$ cat src/rtl/fan_curve_pkg.sv
package fan_curve_pkg;

  typedef struct packed {
    logic loadTarget;
    logic commitDuty;
  } fanStrobe_t;

endpackage

$ cat src/rtl/fan_curve_map.sv
module fan_curve_map #(
  parameter int TEMP_W  = 8,
  parameter int DUTY_W  = 9,
  parameter int LO_SET  = 30,
  parameter int HI_SET  = 38,
  parameter int DUTY_LO = 76,
  parameter int DUTY_HI = 256
) (
  input  logic [TEMP_W-1:0] tempIn,
  output logic [DUTY_W-1:0] dutyCalc
);

  localparam int SPAN   = HI_SET - LO_SET;
  localparam int RISE   = DUTY_HI - DUTY_LO;
  localparam int PROD_W = TEMP_W + DUTY_W + 1;

  logic [PROD_W-1:0] offset;
  logic [PROD_W-1:0] product;
  logic [PROD_W-1:0] quotient;

  always_comb begin
    offset   = PROD_W'(tempIn) - PROD_W'(LO_SET);
    product  = offset * PROD_W'(RISE);
    quotient = product / PROD_W'(SPAN);
    if (tempIn <= TEMP_W'(LO_SET)) begin
      dutyCalc = DUTY_W'(DUTY_LO);
    end else if (tempIn >= TEMP_W'(HI_SET)) begin
      dutyCalc = DUTY_W'(DUTY_HI);
    end else begin
      dutyCalc = DUTY_W'(DUTY_LO) + DUTY_W'(quotient);
    end
  end

endmodule

$ cat src/rtl/fan_curve_ctrl.sv
module fan_curve_ctrl
  import fan_curve_pkg::*;
(
  input  logic       clk,
  input  logic       rst,
  input  logic       sampleValid,
  input  logic       periodEnd,
  output fanStrobe_t strobe
);

  logic pending;

  always_comb begin
    strobe.loadTarget = sampleValid;
    strobe.commitDuty = periodEnd && pending && !sampleValid;
  end

  always_ff @(posedge clk) begin
    if (rst) begin
      pending <= 1'b0;
    end else if (sampleValid) begin
      pending <= 1'b1;
    end else if (strobe.commitDuty) begin
      pending <= 1'b0;
    end
  end

endmodule

$ cat src/rtl/fan_curve_dp.sv
module fan_curve_dp
  import fan_curve_pkg::*;
#(
  parameter int TEMP_W  = 8,
  parameter int CNT_W   = 8,
  parameter int LO_SET  = 30,
  parameter int HI_SET  = 38,
  parameter int DUTY_LO = 76,
  parameter int DUTY_HI = 256
) (
  input  logic              clk,
  input  logic              rst,
  input  fanStrobe_t        strobe,
  input  logic [TEMP_W-1:0] tempIn,
  output logic              periodEnd,
  output logic              pwmOut,
  output logic [CNT_W:0]    dutyOut
);

  localparam int DUTY_W = CNT_W + 1;
  localparam logic [CNT_W-1:0] CNT_LAST = '1;

  logic [CNT_W-1:0]  pwmCnt;
  logic [CNT_W-1:0]  cntNext;
  logic [DUTY_W-1:0] targetDuty;
  logic [DUTY_W-1:0] activeDuty;
  logic [DUTY_W-1:0] activeNext;
  logic [DUTY_W-1:0] dutyCalc;
  logic              pwmQ;

  fan_curve_map #(
    .TEMP_W (TEMP_W),
    .DUTY_W (DUTY_W),
    .LO_SET (LO_SET),
    .HI_SET (HI_SET),
    .DUTY_LO(DUTY_LO),
    .DUTY_HI(DUTY_HI)
  ) u_map (
    .tempIn  (tempIn),
    .dutyCalc(dutyCalc)
  );

  always_comb begin
    periodEnd  = (pwmCnt == CNT_LAST);
    cntNext    = pwmCnt + 1'b1;
    activeNext = strobe.commitDuty ? targetDuty : activeDuty;
  end

  always_ff @(posedge clk) begin
    if (rst) begin
      pwmCnt     <= '0;
      targetDuty <= DUTY_W'(DUTY_HI);
      activeDuty <= DUTY_W'(DUTY_HI);
      pwmQ       <= 1'b1;
    end else begin
      pwmCnt     <= cntNext;
      activeDuty <= activeNext;
      pwmQ       <= ({1'b0, cntNext} < activeNext);
      if (strobe.loadTarget) begin
        targetDuty <= dutyCalc;
      end
    end
  end

  assign pwmOut  = pwmQ;
  assign dutyOut = activeDuty;

  assert_hold_mid_period_R6 : assert property (@(posedge clk) disable iff (rst)
    !periodEnd |=> $stable(activeDuty));

  assert_duty_bounds_R3 : assert property (@(posedge clk) disable iff (rst)
    (activeDuty >= DUTY_W'(DUTY_LO)) && (activeDuty <= DUTY_W'(DUTY_HI)));

  assert_full_duty_high_R4 : assert property (@(posedge clk) disable iff (rst)
    (activeDuty == DUTY_W'(DUTY_HI)) && (DUTY_HI == (1 << CNT_W)) |-> pwmQ);

  assert_low_clamp_R2 : assert property (@(posedge clk) disable iff (rst)
    strobe.loadTarget && (tempIn <= TEMP_W'(LO_SET)) |=> targetDuty == DUTY_W'(DUTY_LO));

  assert_high_clamp_R4 : assert property (@(posedge clk) disable iff (rst)
    strobe.loadTarget && (tempIn >= TEMP_W'(HI_SET)) |=> targetDuty == DUTY_W'(DUTY_HI));

endmodule

$ cat src/rtl/fan_curve_top.sv
module fan_curve_top
  import fan_curve_pkg::*;
#(
  parameter int TEMP_W   = 8,
  parameter int CNT_W    = 8,
  parameter int LO_SET   = 30,
  parameter int HI_SET   = 38,
  parameter int FLOOR_PC = 30,
  parameter int CEIL_PC  = 100
) (
  input  logic              clk,
  input  logic              rst,
  input  logic              sampleValid,
  input  logic [TEMP_W-1:0] sampleTemp,
  output logic              fanPwm,
  output logic [CNT_W:0]    dutyLevel
);

  localparam int FULL    = 1 << CNT_W;
  localparam int DUTY_LO = FLOOR_PC * FULL / 100;
  localparam int DUTY_HI = CEIL_PC * FULL / 100;

  fanStrobe_t strobe;
  logic       periodEnd;

  fan_curve_ctrl u_ctrl (
    .clk        (clk),
    .rst        (rst),
    .sampleValid(sampleValid),
    .periodEnd  (periodEnd),
    .strobe     (strobe)
  );

  fan_curve_dp #(
    .TEMP_W (TEMP_W),
    .CNT_W  (CNT_W),
    .LO_SET (LO_SET),
    .HI_SET (HI_SET),
    .DUTY_LO(DUTY_LO),
    .DUTY_HI(DUTY_HI)
  ) u_dp (
    .clk      (clk),
    .rst      (rst),
    .strobe   (strobe),
    .tempIn   (sampleTemp),
    .periodEnd(periodEnd),
    .pwmOut   (fanPwm),
    .dutyOut  (dutyLevel)
  );

endmodule

$ cat config.mk
export PLATFORM = sky130hd
export DESIGN_NAME = fan_curve_top
export DESIGN_NICKNAME = d
export VERILOG_FILES = /design/src/rtl/fan_curve_pkg.sv /design/src/rtl/fan_curve_map.sv /design/src/rtl/fan_curve_ctrl.sv /design/src/rtl/fan_curve_dp.sv /design/src/rtl/fan_curve_top.sv
export SDC_FILE = /design/constraint.sdc
export NUM_CORES = 1
export LEC_CHECK = 0
export ABC_AREA = 1
export BUFFER_PORTS_ARGS = -buffer_cell sky130_fd_sc_hd__buf_2
export CAP_MARGIN = 25
export CELL_PAD_IN_SITES_DETAIL_PLACEMENT = 0
export CELL_PAD_IN_SITES_GLOBAL_PLACEMENT = 1
export CORE_MARGIN = 10
export CORE_UTILIZATION = 44
export DETAILED_ROUTE_END_ITERATION = 12
export GPL_TIMING_DRIVEN = 1
export HOLD_SLACK_MARGIN = 0.1
export PLACE_DENSITY_LB_ADDON = 0.1
export SETUP_SLACK_MARGIN = 0.02
export SLEW_MARGIN = 15
export SYNTH_ARGS = -nofsm -noshare
export SYNTH_HDL_FRONTEND = slang
export SYNTH_SLANG_ARGS = --single-unit
$ cat constraint.sdc
create_clock -name clk -period 4.45 [get_ports clk]
set_input_delay 0.89 -clock clk [delete_from_list [all_inputs] [get_ports clk]]
set_output_delay 0.89 -clock clk [all_outputs]
set_load 0.05 [all_outputs]
; ---- Yosys cells after proc, flatten, opt, wreduce, memory -nomap -nowiden
; Index checks and enable logic that the tools add are counted.
[word_totals]
input_bits = 11
ff_bits = 28
out_inout_bits = 10
elab_cells = 22
[classes]
n_mul = 1
muxes = 5
add_sub_neg = 3
n_reduce_logical = 4
eq_ne = 1
n_lt_le_gt_ge = 3
[op_table]
columns = cell, count
row1 = 9-bit 2-to-1 mux, 3
row2 = "18-bit by 6-bit multiplier with 10-bit output, second input constant", 1
row3 = "7-bit by 9-bit adder with 9-bit output, first input constant", 1
row4 = 8-bit by 9-bit < comparator with 1-bit output, 1
row5 = "8-bit by 5-bit subtractor with 9-bit output, second input constant", 1
row6 = "8-bit by 1-bit adder with 8-bit output, second input constant", 1
row7 = "8-bit equality test, second input constant", 1
row8 = "8-bit by 6-bit greater-or-equal comparator with 1-bit output, second input constant", 1
row9 = "8-bit by 5-bit less-or-equal comparator with 1-bit output, second input constant", 1
row10 = 1-bit logical AND, 2
row11 = 1-bit 2-to-1 mux, 2
row12 = 2-bit nonzero test, 1
row13 = 1-bit logical NOT, 1

; ---- Logic depth before layout (Yosys ltp)
; Gate-level depths: netlist of run 1.
[depth]
word_depth = 5
mapped_depth = 24
depth_no_buf = 24

; ---- Cells and area by module
; Synthesis of run 1 repeated with hierarchy kept, for this count alone.
[unflattened]
hier_cells = 311
area_unflattened_um2 = 2215.9
[by_module_without_submodules]
columns = module, cells_per_inst, seq_area_each_um2, area_per_inst_um2, n_inst
row1 = fan_curve_dp, 166, 540.5, 1227.4, 1
row2 = fan_curve_map, 137, 0.0, 933.4, 1
row3 = fan_curve_ctrl, 8, 20.0, 55.1, 1

; ---- Least setup slack after synthesis of run 1
; OpenSTA, ideal clock, no wires.
[synth_path]
kind = input -> register
startpoint = input port sampleTemp[1]
endpoint = register u_dp.targetDuty[8]
arrival_ps = 3822
stages = 21
t_required_ps = 4335
setup_ps = 115
path_slack_ps = 513
path_cell_list = ha_1 nand3_2 xor2_1 ha_1 fa_1 inv_1 fa_1 inv_1 ha_1 nand2_1 inv_1 nand2_1 nand3_1 nand2_1 nand2_2 inv_1 nand3_1 nand3_1 nand3_1 nand2_1 nand2_1
[synth_between]
elab_chain_cells = 5
elab_cells_between_ends = 7
cone_classes = add/sub (2) / mul (1) / order compare (2) / mux (2)
[synth_rtl]
columns = item, line_no
row1 = from (decl), fan_curve_top.sv:14  ; input logic [TEMP_W-1:0] sampleTemp,
row2 = 8-bit by 5-bit subtractor with 9-bit output, fan_curve_map.sv:22  ; offset = PROD_W'(tempIn) - PROD_W'(LO_SET);
row3 = 18-bit by 6-bit multiplier with 10-bit output, fan_curve_map.sv:23  ; product = offset * PROD_W'(RISE);
row4 = 7-bit by 9-bit adder with 9-bit output, fan_curve_map.sv:30  ; dutyCalc = DUTY_W'(DUTY_LO) + DUTY_W'(quotient);
row5 = 9-bit 2-to-1 mux, fan_curve_map.sv:27  ; end else if (tempIn >= TEMP_W'(HI_SET)) begin
row6 = 9-bit 2-to-1 mux *, fan_curve_map.sv:25  ; if (tempIn <= TEMP_W'(LO_SET)) begin
row7 = to (signal assigned), fan_curve_dp.sv:52  ; targetDuty <= DUTY_W'(DUTY_HI);
row8 = to (signal assigned), fan_curve_dp.sv:60  ; targetDuty <= dutyCalc;
row9 = to (decl), fan_curve_dp.sv:25  ; logic [DUTY_W-1:0] targetDuty;
; Mark *: on every way between the ends. The rest lies on a longest branch, timed or not.
; A chain may end at the register's enable or synchronous reset.

; ---- Worst setup path after layout of run 1
; Same ends and word-level chain as after synthesis.

==> results of run 1 <==
[cell usage in the layout (no fill, tap or decap), types with 2 or more instances in the layout]
cell type  synthesis  final
a21oi_1           17     17
a21oi_2            3      3
buf_2              0     20
buf_4              0      6
clkbuf_8           0      3
dfxtp_1           28     28
fa_1               9      9
ha_1              25     25
inv_1             49     49
inv_2              2      2
mux2i_2            5      5
nand2_1           54     54
nand2_2            7      7
nand3_1           17     17
nand3_2            6      6
nand3b_1           2      2
nand4_1            4      4
nor2_1            26     26
nor2_2             2      2
nor2_4             2      2
nor3_1             2      2
o21ai_0            6      6
xnor2_1            2      2
xor2_1            11     11
[worst max-delay path by stage]
stage	from	to	slack, ns	depth (start not counted)
2_1_floorplan	sampleTemp[1]	u_dp.targetDuty[8]	0.51	21
3_3_place_gp	sampleTemp[1]	u_dp.targetDuty[7]	0.10	17
3_5_place_dp	sampleTemp[1]	u_dp.targetDuty[8]	0.11	21
4_1_cts	sampleTemp[1]	u_dp.targetDuty[8]	0.38	21
5_1_grt	sampleTemp[1]	u_dp.targetDuty[8]	0.13	23
6_report	sampleTemp[1]	u_dp.targetDuty[8]	0.41	21
[flip-flops by register name, indices dropped and copies added (netlist names)]
name / count
u_ctrl.pending: 1
u_dp.dutyOut: 9
u_dp.pwmCnt: 8
u_dp.pwmOut: 1
u_dp.targetDuty: 9
[cell type report]
cell class | instances | area [sq um]
Fill cell | 529 | 2529
Multi-Input combinational cell | 210 | 1484
Sequential cell | 28 | 560.5
Inverter | 52 | 195.2
Timing Repair Buffer | 26 | 145.1
Tap cell | 70 | 87.58
Clock buffer | 3 | 41.29
[stage by stage]
stage	utilization [%]	total power (W)
after floorplan	-	0.0006815
after global placement	49.03	0.0008400
after detailed placement	49.03	0.0008431
after CTS	49.85	0.0009815
after global routing	49.85	0.001067
final	49.85	0.0009633
[per-layer routing]
metal / vias to the layer above / share of wire [%]
met2: 23 / 41
met5: - / 0
met3: 2 / 3.1
met4: 0 / 0.34
met1: 806 / 55
li1: 996 / -
[kinds of logic (layout without fill, tap and decap cells)]
group,count (synthesis),in the layout,share of synthesized area [%]
flops,28,28,24.78
buf+inv,56,81,9.624
simple gates,127,127,27.93
mux,5,5,3.042
xor+xnor,13,13,5.033
compound gates,31,31,7.799
fa+ha+maj,34,34,21.79
[worst min-delay path, stage by stage, from the launching register on]
cell     delay [ns]
dfxtp_1        0.32
nand2_1        0.06
a21oi_1        0.06
[report_power, final]
part	switching, W	internal (W)	total, W
Sequential	0.00000583	0.000260	0.000265
Clock	0.0000737	0.0000607	0.000134
Combinational	0.000318	0.000245	0.000563
Total	0.000398	0.000565	0.000963
==> qor.yml, run 1 <==
critical_path:
  arrival_ns: 4.26
  critical_path_class: "in2reg"
  required_ns: 4.67
  endpoint_kind: "register"
  crit_slowest_cell: "fa_1"
  path_common_cell: "nand2_1"
  path_delay_family: "adder cells"
  crit_path_max_incr_delay_ns: 0.52
  crit_fanout: 5
  r2r_start: "u_dp.pwmCnt[0]"
  rr_worst_depth: 11
  start_kind: "input port"
  r2r_setup_slack_ns: 2.10
  path_cells: "buf_2, ha_1, nand3_2, nand2_2, nand2_2, nand2_1, ha_1, fa_1, inv_1, fa_1, inv_1, ha_1, a21oi_1, nand2_1, xor2_1, nand2_1, inv_1, nand3_1, nand3_1, nand2_1, nand2_1"
  worstReg2RegEnd: "u_dp.pwmOut"
  path_buf_inv: 4
clock_tree:
  clockRootBuffer: "clkbuf_8"
  cts_setup_buffers: 0
  clk_latency_ns: 0.27
  cts_made_buffers: 3
  cts_tree: "built"
  clock_sinks: 28
  ctsHoldBuffers: 0
  cts-htree-levels: 1
  cts_resized: 0
  clock_path_buffers: 2
  clk_pin_slew_ns: 0.09
synth:
  yosysWarningCount: 0
  synth_area_leaders: "dfxtp_1, ha_1, nand2_1, inv_1, fa_1"
  netlist_instances: 294
  synth_top_area_share_pct: 24.78
  synth.most_common_cell: "nand2_1"
  synthesis.nets: 339
  synth-edff-count: 0
  synth.yosys.seq_area_share_pct: 24.78
  yosysUniqueCellTypes: 34
  synth_top_cell_by_area: "dfxtp_1"
  ys.flop_type: "dfxtp_1"
  synth_seq_cells: 28
  yosys-top-cells-count: "nand2_1, inv_1, dfxtp_1"
  avgSynthCellArea_sq_um: 7.694
  netlist_area_sq_um: 2262
  synthArstFlopShare_pct: 0
timing:
  drv_slew: 0
  setup_viol: 0
  hold_viol_final: 0
  rsz0062_at_grt: "no"
  max_freq_mhz: 247.7
  max_slew_margin_pct: 71.14
  fin_crit_ns: 4.038
  whs_ns: 0.4749
  finClkSkew_ns: 0.004530
  fin_ws_ns: 0.4122
  min_period_over_period_pct: 90.74
  worst_slew_pin_slew_ns: 0.4329
  finalSetupTns_ns: 0
power_and_ir_drop:
  ir_drop_mv: 0.1650
  cellPowerDensity_nw_per_um2: 383.2
  leakage_nw: 1.306
cells_and_area:
  area.growth.synth_to_final_pct: 11.12
  final_cell_area_sq_um: 2514
  instances_no_fill: 389
  antenna_cells: 0
  fin_nets: 366
  drive_gt1_share_pct: 18.81
global_routing:
  busiest_layer: "met2"
  grtUsageTotal_pct: 11.49
  grt_pass1_vias: 1826
  met1_usage_pct: 16.40
  grtUsageMet3_pct: 3.015
  grt_max_degree: 24
  grt_pass1_wl_mm: 8.231
  grt_overflow: 0
  antenna_found_initial: 0
  use_met2_pct: 17.48
die:
  ios: 21
  core_sq_um: 5042
  dieArea_sq_um: 8409
  die_h_um: 91.70
  initial_core_util_pct: 44.86
  die_x_um: 91.70
  rows: 26
hold_path:
  hold_depth: 2
  hold_start: "u_dp.targetDuty[0]"
  hp-class: "reg2reg"
  min_to: "u_dp.targetDuty[0]"
run:
  maxCapViolations: 0
route:
  wl_per_cell_um: 12.08
  drt-total-wl_mm: 4.701
  drtIter0Drc: 79
  drc: 0
  num_vias: 1827
  vias_per_cell: 4.697
  ant_nets: 0
  drtPass1Iterations: 4
placement:
  place_congestion: 0.8009
  pre_cts_ws_ns: 0.1077
  dpl_cell_area_sq_um: 2472
  hpwl_mm: 4.022
  portBuffers: 20
  dp_cells: 386
run_status:
  status: "finished, final reports clean"
No activity file was read; power rests on OpenSTA's default activity.
==> run 2, diff against run 1 <==
REMOVE_ABC_BUFFERS = 1   (was unset)
==> run 2 against run 1 <==
Against the previous run:
- cell count grew 0.26%
- sequential share of layout area down 0.12 points
- register-to-register slack worse by 0.03 ns
==> qor.yml, run 2 (synthesis results as in run 1) <==
run_status:
  status: "finished, final reports clean"
global_routing:
  grt_pass1_wl_mm: 8.355  # +1.5%
  grt_pass1_vias: 1879  # +2.9%
  use_met2_pct: 18.07  # +0.59 points
  busiest_layer: "met2"
  met1_usage_pct: 16.20  # -0.20 points
  grtUsageMet3_pct: 3.097  # +0.081 points
  grtUsageTotal_pct: 11.71  # +0.22 points
  grt_overflow: 0  # unchanged
  antenna_found_initial: 0  # unchanged
  grt_max_degree: 24  # unchanged
timing:
  drv_slew: 0  # unchanged
  min_period_over_period_pct: 91.52  # +0.78 points
  whs_ns: 0.4717  # -0.003182 ns
  worst_slew_pin_slew_ns: 0.4326  # -0.0003184 ns
  max_freq_mhz: 245.5  # -0.86%
  fin_crit_ns: 4.073  # +0.03492 ns
  setup_viol: 0  # unchanged
  finalSetupTns_ns: 0  # unchanged
  hold_viol_final: 0  # unchanged
  max_slew_margin_pct: 71.16  # about the same
  rsz0062_at_grt: "no"
  finClkSkew_ns: 0.001651  # -0.002878 ns
critical_path:
  start_kind: "input port"
  critical_path_class: "in2reg"
  required_ns: 4.68  # about the same
  path_cells: "buf_2, ha_1, nand3_2, xor2_1, ha_1, fa_1, inv_1, fa_1, inv_1, ha_1, a21oi_1, nand2_1, xor2_1, nand2_1, inv_1, nand3_1, nand3_1, nand2_1, nand2_1"
  crit_slowest_cell: "fa_1"
  crit_path_max_incr_delay_ns: 0.53  # about the same
  endpoint_kind: "register"
  crit_fanout: 5  # unchanged
  arrival_ns: 4.30  # +0.04 ns
  path_common_cell: "nand2_1"
route:
  wl_per_cell_um: 11.96  # -1.0%
  drtPass1Iterations: 4  # unchanged
  drtIter0Drc: 37  # -53%
  drc: 0  # unchanged
  drt-total-wl_mm: 4.664  # -0.79%
  vias_per_cell: 4.715  # +0.40%
  ant_nets: 0  # unchanged
  num_vias: 1839  # +0.66%
clock_tree:
  clk_latency_ns: 0.27  # about the same
  cts_tree: "built"
  clk_pin_slew_ns: 0.09  # about the same
  cts_setup_buffers: 0  # unchanged
  ctsHoldBuffers: 0  # unchanged
  cts_made_buffers: 3  # unchanged
  clock_sinks: 28  # unchanged
  clock_path_buffers: 2  # unchanged
  cts-htree-levels: 1  # unchanged
  cts_resized: 0  # unchanged
  clockRootBuffer: "clkbuf_8"
cells_and_area:
  fin_nets: 366  # unchanged
  layout.area.seq_sq_um: 560.5  # unchanged
  final_cell_mix: "nand2_1, inv_1, dfxtp_1"
  nFillCells: 533  # +0.76%
  drive_gt1_share_pct: 19.06  # +0.25 points
  antenna_cells: 0  # unchanged
  layout_commonest_cell: "nand2_1"
  area.growth.synth_to_final_pct: 11.73
  multiInputGateArea_sq_um: 1484  # unchanged
die:
  rows: 26  # unchanged
  die_x_um: 91.70  # unchanged
  die_h_um: 91.70  # unchanged
  initial_core_util_pct: 44.86  # unchanged
  core_sq_um: 5042  # unchanged
  ios: 21  # unchanged
  dieArea_sq_um: 8409  # unchanged
power_and_ir_drop:
  cellPowerDensity_nw_per_um2: 387.0  # +0.98%
  leakage_nw: 1.313  # +0.55%
  ir_drop_mv: 0.1372  # -17%
placement:
  place_congestion: 0.8318  # +3.9%
  hpwl_mm: 3.990  # -0.78%
  portBuffers: 20  # unchanged
run:
  maxCapViolations: 0  # unchanged
hold_path:
  hp-class: "reg2reg"
-- run 2: changes by cell type in the layout (fill, tap and decap cells not counted), sizes merged --
| cell | change |
|---|---|
| clkbuf | +1 |
-- run 2: power by group --
part           switching [W]  internal [W]  leakage, nW
Combinational       0.000318      0.000236         1.06
Sequential        0.00000580      0.000260        0.228
Clock              0.0000789     0.0000793       0.0288
-- run 2: worst paths after layout --
kind | start | end | slack [ns] | cells after the start
hold reg to reg | u_dp.targetDuty[0] | u_dp.targetDuty[0] | 0.47 | 2
hold / removal | u_dp.targetDuty[0] | u_dp.targetDuty[0] | 0.47 | 2
setup / recovery | sampleTemp[1] | u_dp.targetDuty[8] | 0.38 | 19
setup reg to reg | u_dp.pwmCnt[0] | u_dp.pwmOut | 2.07 | 12
-- run 2: cell type report --
cell class	count	share of cell area (%)
Sequential cell	28	22.18
Inverter	52	7.723
Tap cell	70	3.465
Multi-Input combinational cell	210	58.71
Clock buffer	4	2.178
Timing Repair Buffer	26	5.743
-- run 2: per-layer routing --
layer	part of all wire, %	routed length, um
met2	41	1923
met3	3.4	159
met1	55	2554
met4	0.56	26
met5	0	0
-- run 2: critical path, delay by kind of cell --
family | cells | cell delay, ns
buffers and inverters | 4 | 0.27
and+or+nand+nor | 7 | 0.59
xor gates and xnor gates | 2 | 0.48
adders and majority gates | 5 | 1.89
AOI/OAI and AO/OA | 1 | 0.17
-- run 2: per-stage QoR --
step | cells | cell area, sq um | worst slack (ns) | util [%] | total power (W)
2_1_floorplan | 290 | 2240 | 0.5133 | - | 0.0006785
3_3_place_gp | 386 | 2472 | 0.1157 | 49.03 | 0.0008262
3_5_place_dp | 386 | 2472 | 0.07520 | 49.03 | 0.0008330
4_1_cts | 390 | 2527 | 0.3601 | 50.12 | 0.0009931
5_1_grt | 390 | 2527 | 0.1199 | 50.12 | 0.001089
6_report | 390 | 2527 | 0.3773 | 50.12 | 0.0009780
==> run 3, diff against run 2 <==
CELL_PAD_IN_SITES_DETAIL_PLACEMENT = unset   (was 0)
CELL_PAD_IN_SITES_GLOBAL_PLACEMENT = unset   (was 1)
CORE_UTILIZATION = 60   (was 44)
==> run 3 against run 2 <==
Against the previous run:
- sequential power about the same
- critical path type unchanged
- clock power hardly changed
- total power shrank 4.7%
- combinational power shrank 7.8%
- largest power group unchanged
- non-clock buffer count shrank 5
- sequential share of layout area grew 0.59 points
==> qor.yml, run 3 (synthesis results as in run 1) <==
run_status:
  status: "finished, final reports clean"
hold_path:
  hp-class: "reg2reg"
  min_to: "u_dp.targetDuty[0]"
  hold_depth: 2  # unchanged
  hold_start: "u_dp.targetDuty[0]"
placement:
  hpwl_mm: 3.736  # -6.4%
  portBuffers: 20  # unchanged
  dpl_cell_area_sq_um: 2407  # -2.6%
  place_congestion: 0.8535  # +2.6%
clock_tree:
  ctsHoldBuffers: 0  # unchanged
  clockRootBuffer: "clkbuf_8"
  cts_setup_buffers: 0  # unchanged
  clk_latency_ns: 0.27  # about the same
  cts_resized: 0  # unchanged
  cts_tree: "built"
  clock_path_buffers: 2  # unchanged
  clk_pin_slew_ns: 0.09  # about the same
  cts-htree-levels: 1  # unchanged
  clock_sinks: 28  # unchanged
  cts_made_buffers: 3  # unchanged
timing:
  finalSetupTns_ns: 0  # unchanged
  max_freq_mhz: 243.0  # -1.0%
  drv_slew: 0  # unchanged
  hold_viol_final: 0  # unchanged
  fin_crit_ns: 4.116  # +0.04308 ns
  max_slew_margin_pct: 72.09  # +0.93 points
  finClkSkew_ns: 0.004369  # +0.002718 ns
  worst_slew_pin_slew_ns: 0.4187  # -0.01393 ns
  rsz0062_at_grt: "no"
  min_period_over_period_pct: 92.49  # +0.97 points
  whs_ns: 0.4725  # +0.0007600 ns
  setup_viol: 0  # unchanged
route:
  vias_per_cell: 5.107  # +8.3%
  drtIter0Drc: 86  # +130%
  drc: 0  # unchanged
  drtPass1Iterations: 4  # unchanged
  ant_nets: 0  # unchanged
  wl_per_cell_um: 12.28  # +2.7%
  num_vias: 1854  # +0.82%
  drt-total-wl_mm: 4.459  # -4.4%
critical_path:
  crit_fanout: 6  # +1
  r2r_start: "u_dp.pwmCnt[0]"
  crit_slowest_cell: "fa_1"
  r2r_setup_slack_ns: 2.12  # +0.05 ns
  rr_worst_depth: 11  # -1
  critical_path_class: "in2reg"
  arrival_ns: 4.34  # +0.04 ns
  crit_path_max_incr_delay_ns: 0.53  # about the same
  path_common_cell: "nand2_1"
  start_kind: "input port"
  crit_start: "sampleTemp[1]"
  required_ns: 4.68  # about the same
  endpoint_kind: "register"
  path_cells: "buf_2, ha_1, nand3_2, xor2_1, ha_1, fa_1, inv_1, fa_1, inv_1, ha_1, a21oi_1, nand2_1, xor2_1, nand2_1, inv_1, nand3_1, nand3_1, nand2_1, nand2_1"
  worstReg2RegEnd: "u_dp.pwmOut"
cells_and_area:
  nFillCells: 334  # -37%
  drive_gt1_share_pct: 17.78  # -1.3 points
  final_cell_mix: "nand2_1, inv_1, dfxtp_1"
  antenna_cells: 0  # unchanged
  area.growth.synth_to_final_pct: 8.849
  fin_nets: 361  # -1.4%
  final_cell_area_sq_um: 2462  # -2.6%
  layout_commonest_cell: "nand2_1"
  final_util_pct: 67.26  # +17 points
die:
  dieArea_sq_um: 6626  # -21%
  ios: 21  # unchanged
  core_sq_um: 3661  # -27%
  die_h_um: 81.40  # -11%
  rows: 22  # -15%
  initial_core_util_pct: 61.79  # +17 points
  die_x_um: 81.40  # -11%
power_and_ir_drop:
  cellPowerDensity_nw_per_um2: 378.6  # -2.2%
  total_power_w: 0.0009322  # -4.7%
  p_sw_w: 0.0003892  # -3.4%
  ir_drop_mv: 0.1875  # +37%
  seqPwrFrac_pct: 28.4  # +1.3 points
  clock_power_share_pct: 16.7  # +0.5 points
  comb_power_share_pct: 54.8  # -1.9 points
  leakage_nw: 1.288  # -1.9%
  p_int_w: 0.0005430  # -5.6%
  swShare_pct: 41.75  # +0.58 points
global_routing:
  grt_overflow: 0  # unchanged
  antenna_found_initial: 0  # unchanged
  grt_pass1_vias: 1861  # -0.96%
  grt_pass1_wl_mm: 8.010  # -4.1%
  grtUsageTotal_pct: 14.95  # +3.2 points
  grt_max_degree: 24  # unchanged
run:
  maxCapViolations: 0  # unchanged
==> run 3: cell count changes in the layout (fill, tap and decap cells not counted), sizes merged <==
cell,previous run,this run
buf,26,21
==> run 3: through the flow <==
stage                     cells  setup slack (ns)
after global placement      359            0.1225
after CTS                   363            0.3176
after detailed placement    359           0.04433
after floorplan             290            0.5133
after global routing        363           0.04633
final                       363            0.3342
==> run 3: final cells by class <==
class	count	area (sq um)	area share (%)
multi-input cells	210	1484	60.26
well taps	48	60.06	2.439
flip-flops and latches	28	560.5	22.76
repair buffers	21	107.6	4.370
inverters	52	195.2	7.927
clock buffers	4	55.05	2.236
==> run 3: worst max path at each step <==
stage | endpoint | slack, ns | cells past startpoint
after global routing | u_dp.targetDuty[8] | 0.05 | 19
after floorplan | u_dp.targetDuty[8] | 0.51 | 21
after detailed placement | u_dp.targetDuty[8] | 0.04 | 19
after CTS | u_dp.targetDuty[8] | 0.32 | 19
final | u_dp.targetDuty[8] | 0.33 | 19
after global placement | u_dp.targetDuty[8] | 0.12 | 19
==> run 3: per-layer routing <==
layer / track usage (%) / wire length (um) / part of all wire, %
met5: 0 / 0 / 0
met4: 3.114 / 45 / 1.0
met3: 3.974 / 207 / 4.6
met2: 23.22 / 1903 / 43
met1: 20.26 / 2303 / 52
==> run 3: worst max-delay path, delay by kind of cell <==
| family | cells | cell delay (ns) |
|---|---|---|
| buf+inv | 4 | 0.31 |
| xor+xnor | 2 | 0.48 |
| simple gates | 7 | 0.62 |
| fa+ha+maj | 5 | 1.88 |
| compound gates | 1 | 0.16 |
==> run 3: power groups by stage <==
| stage | combinational [W] | sequential, W | clock (W) |
|---|---|---|---|
| CTS | 0.000512 | 0.000265 | 0.000160 |
| global placement | 0.000496 | 0.000271 | 0 |
| floorplan | 0.000409 | 0.000270 | 0 |
| detailed placement | 0.000509 | 0.000271 | 0 |
| global route | 0.000597 | 0.000267 | 0.000172 |
| finish | 0.000511 | 0.000265 | 0.000156 |
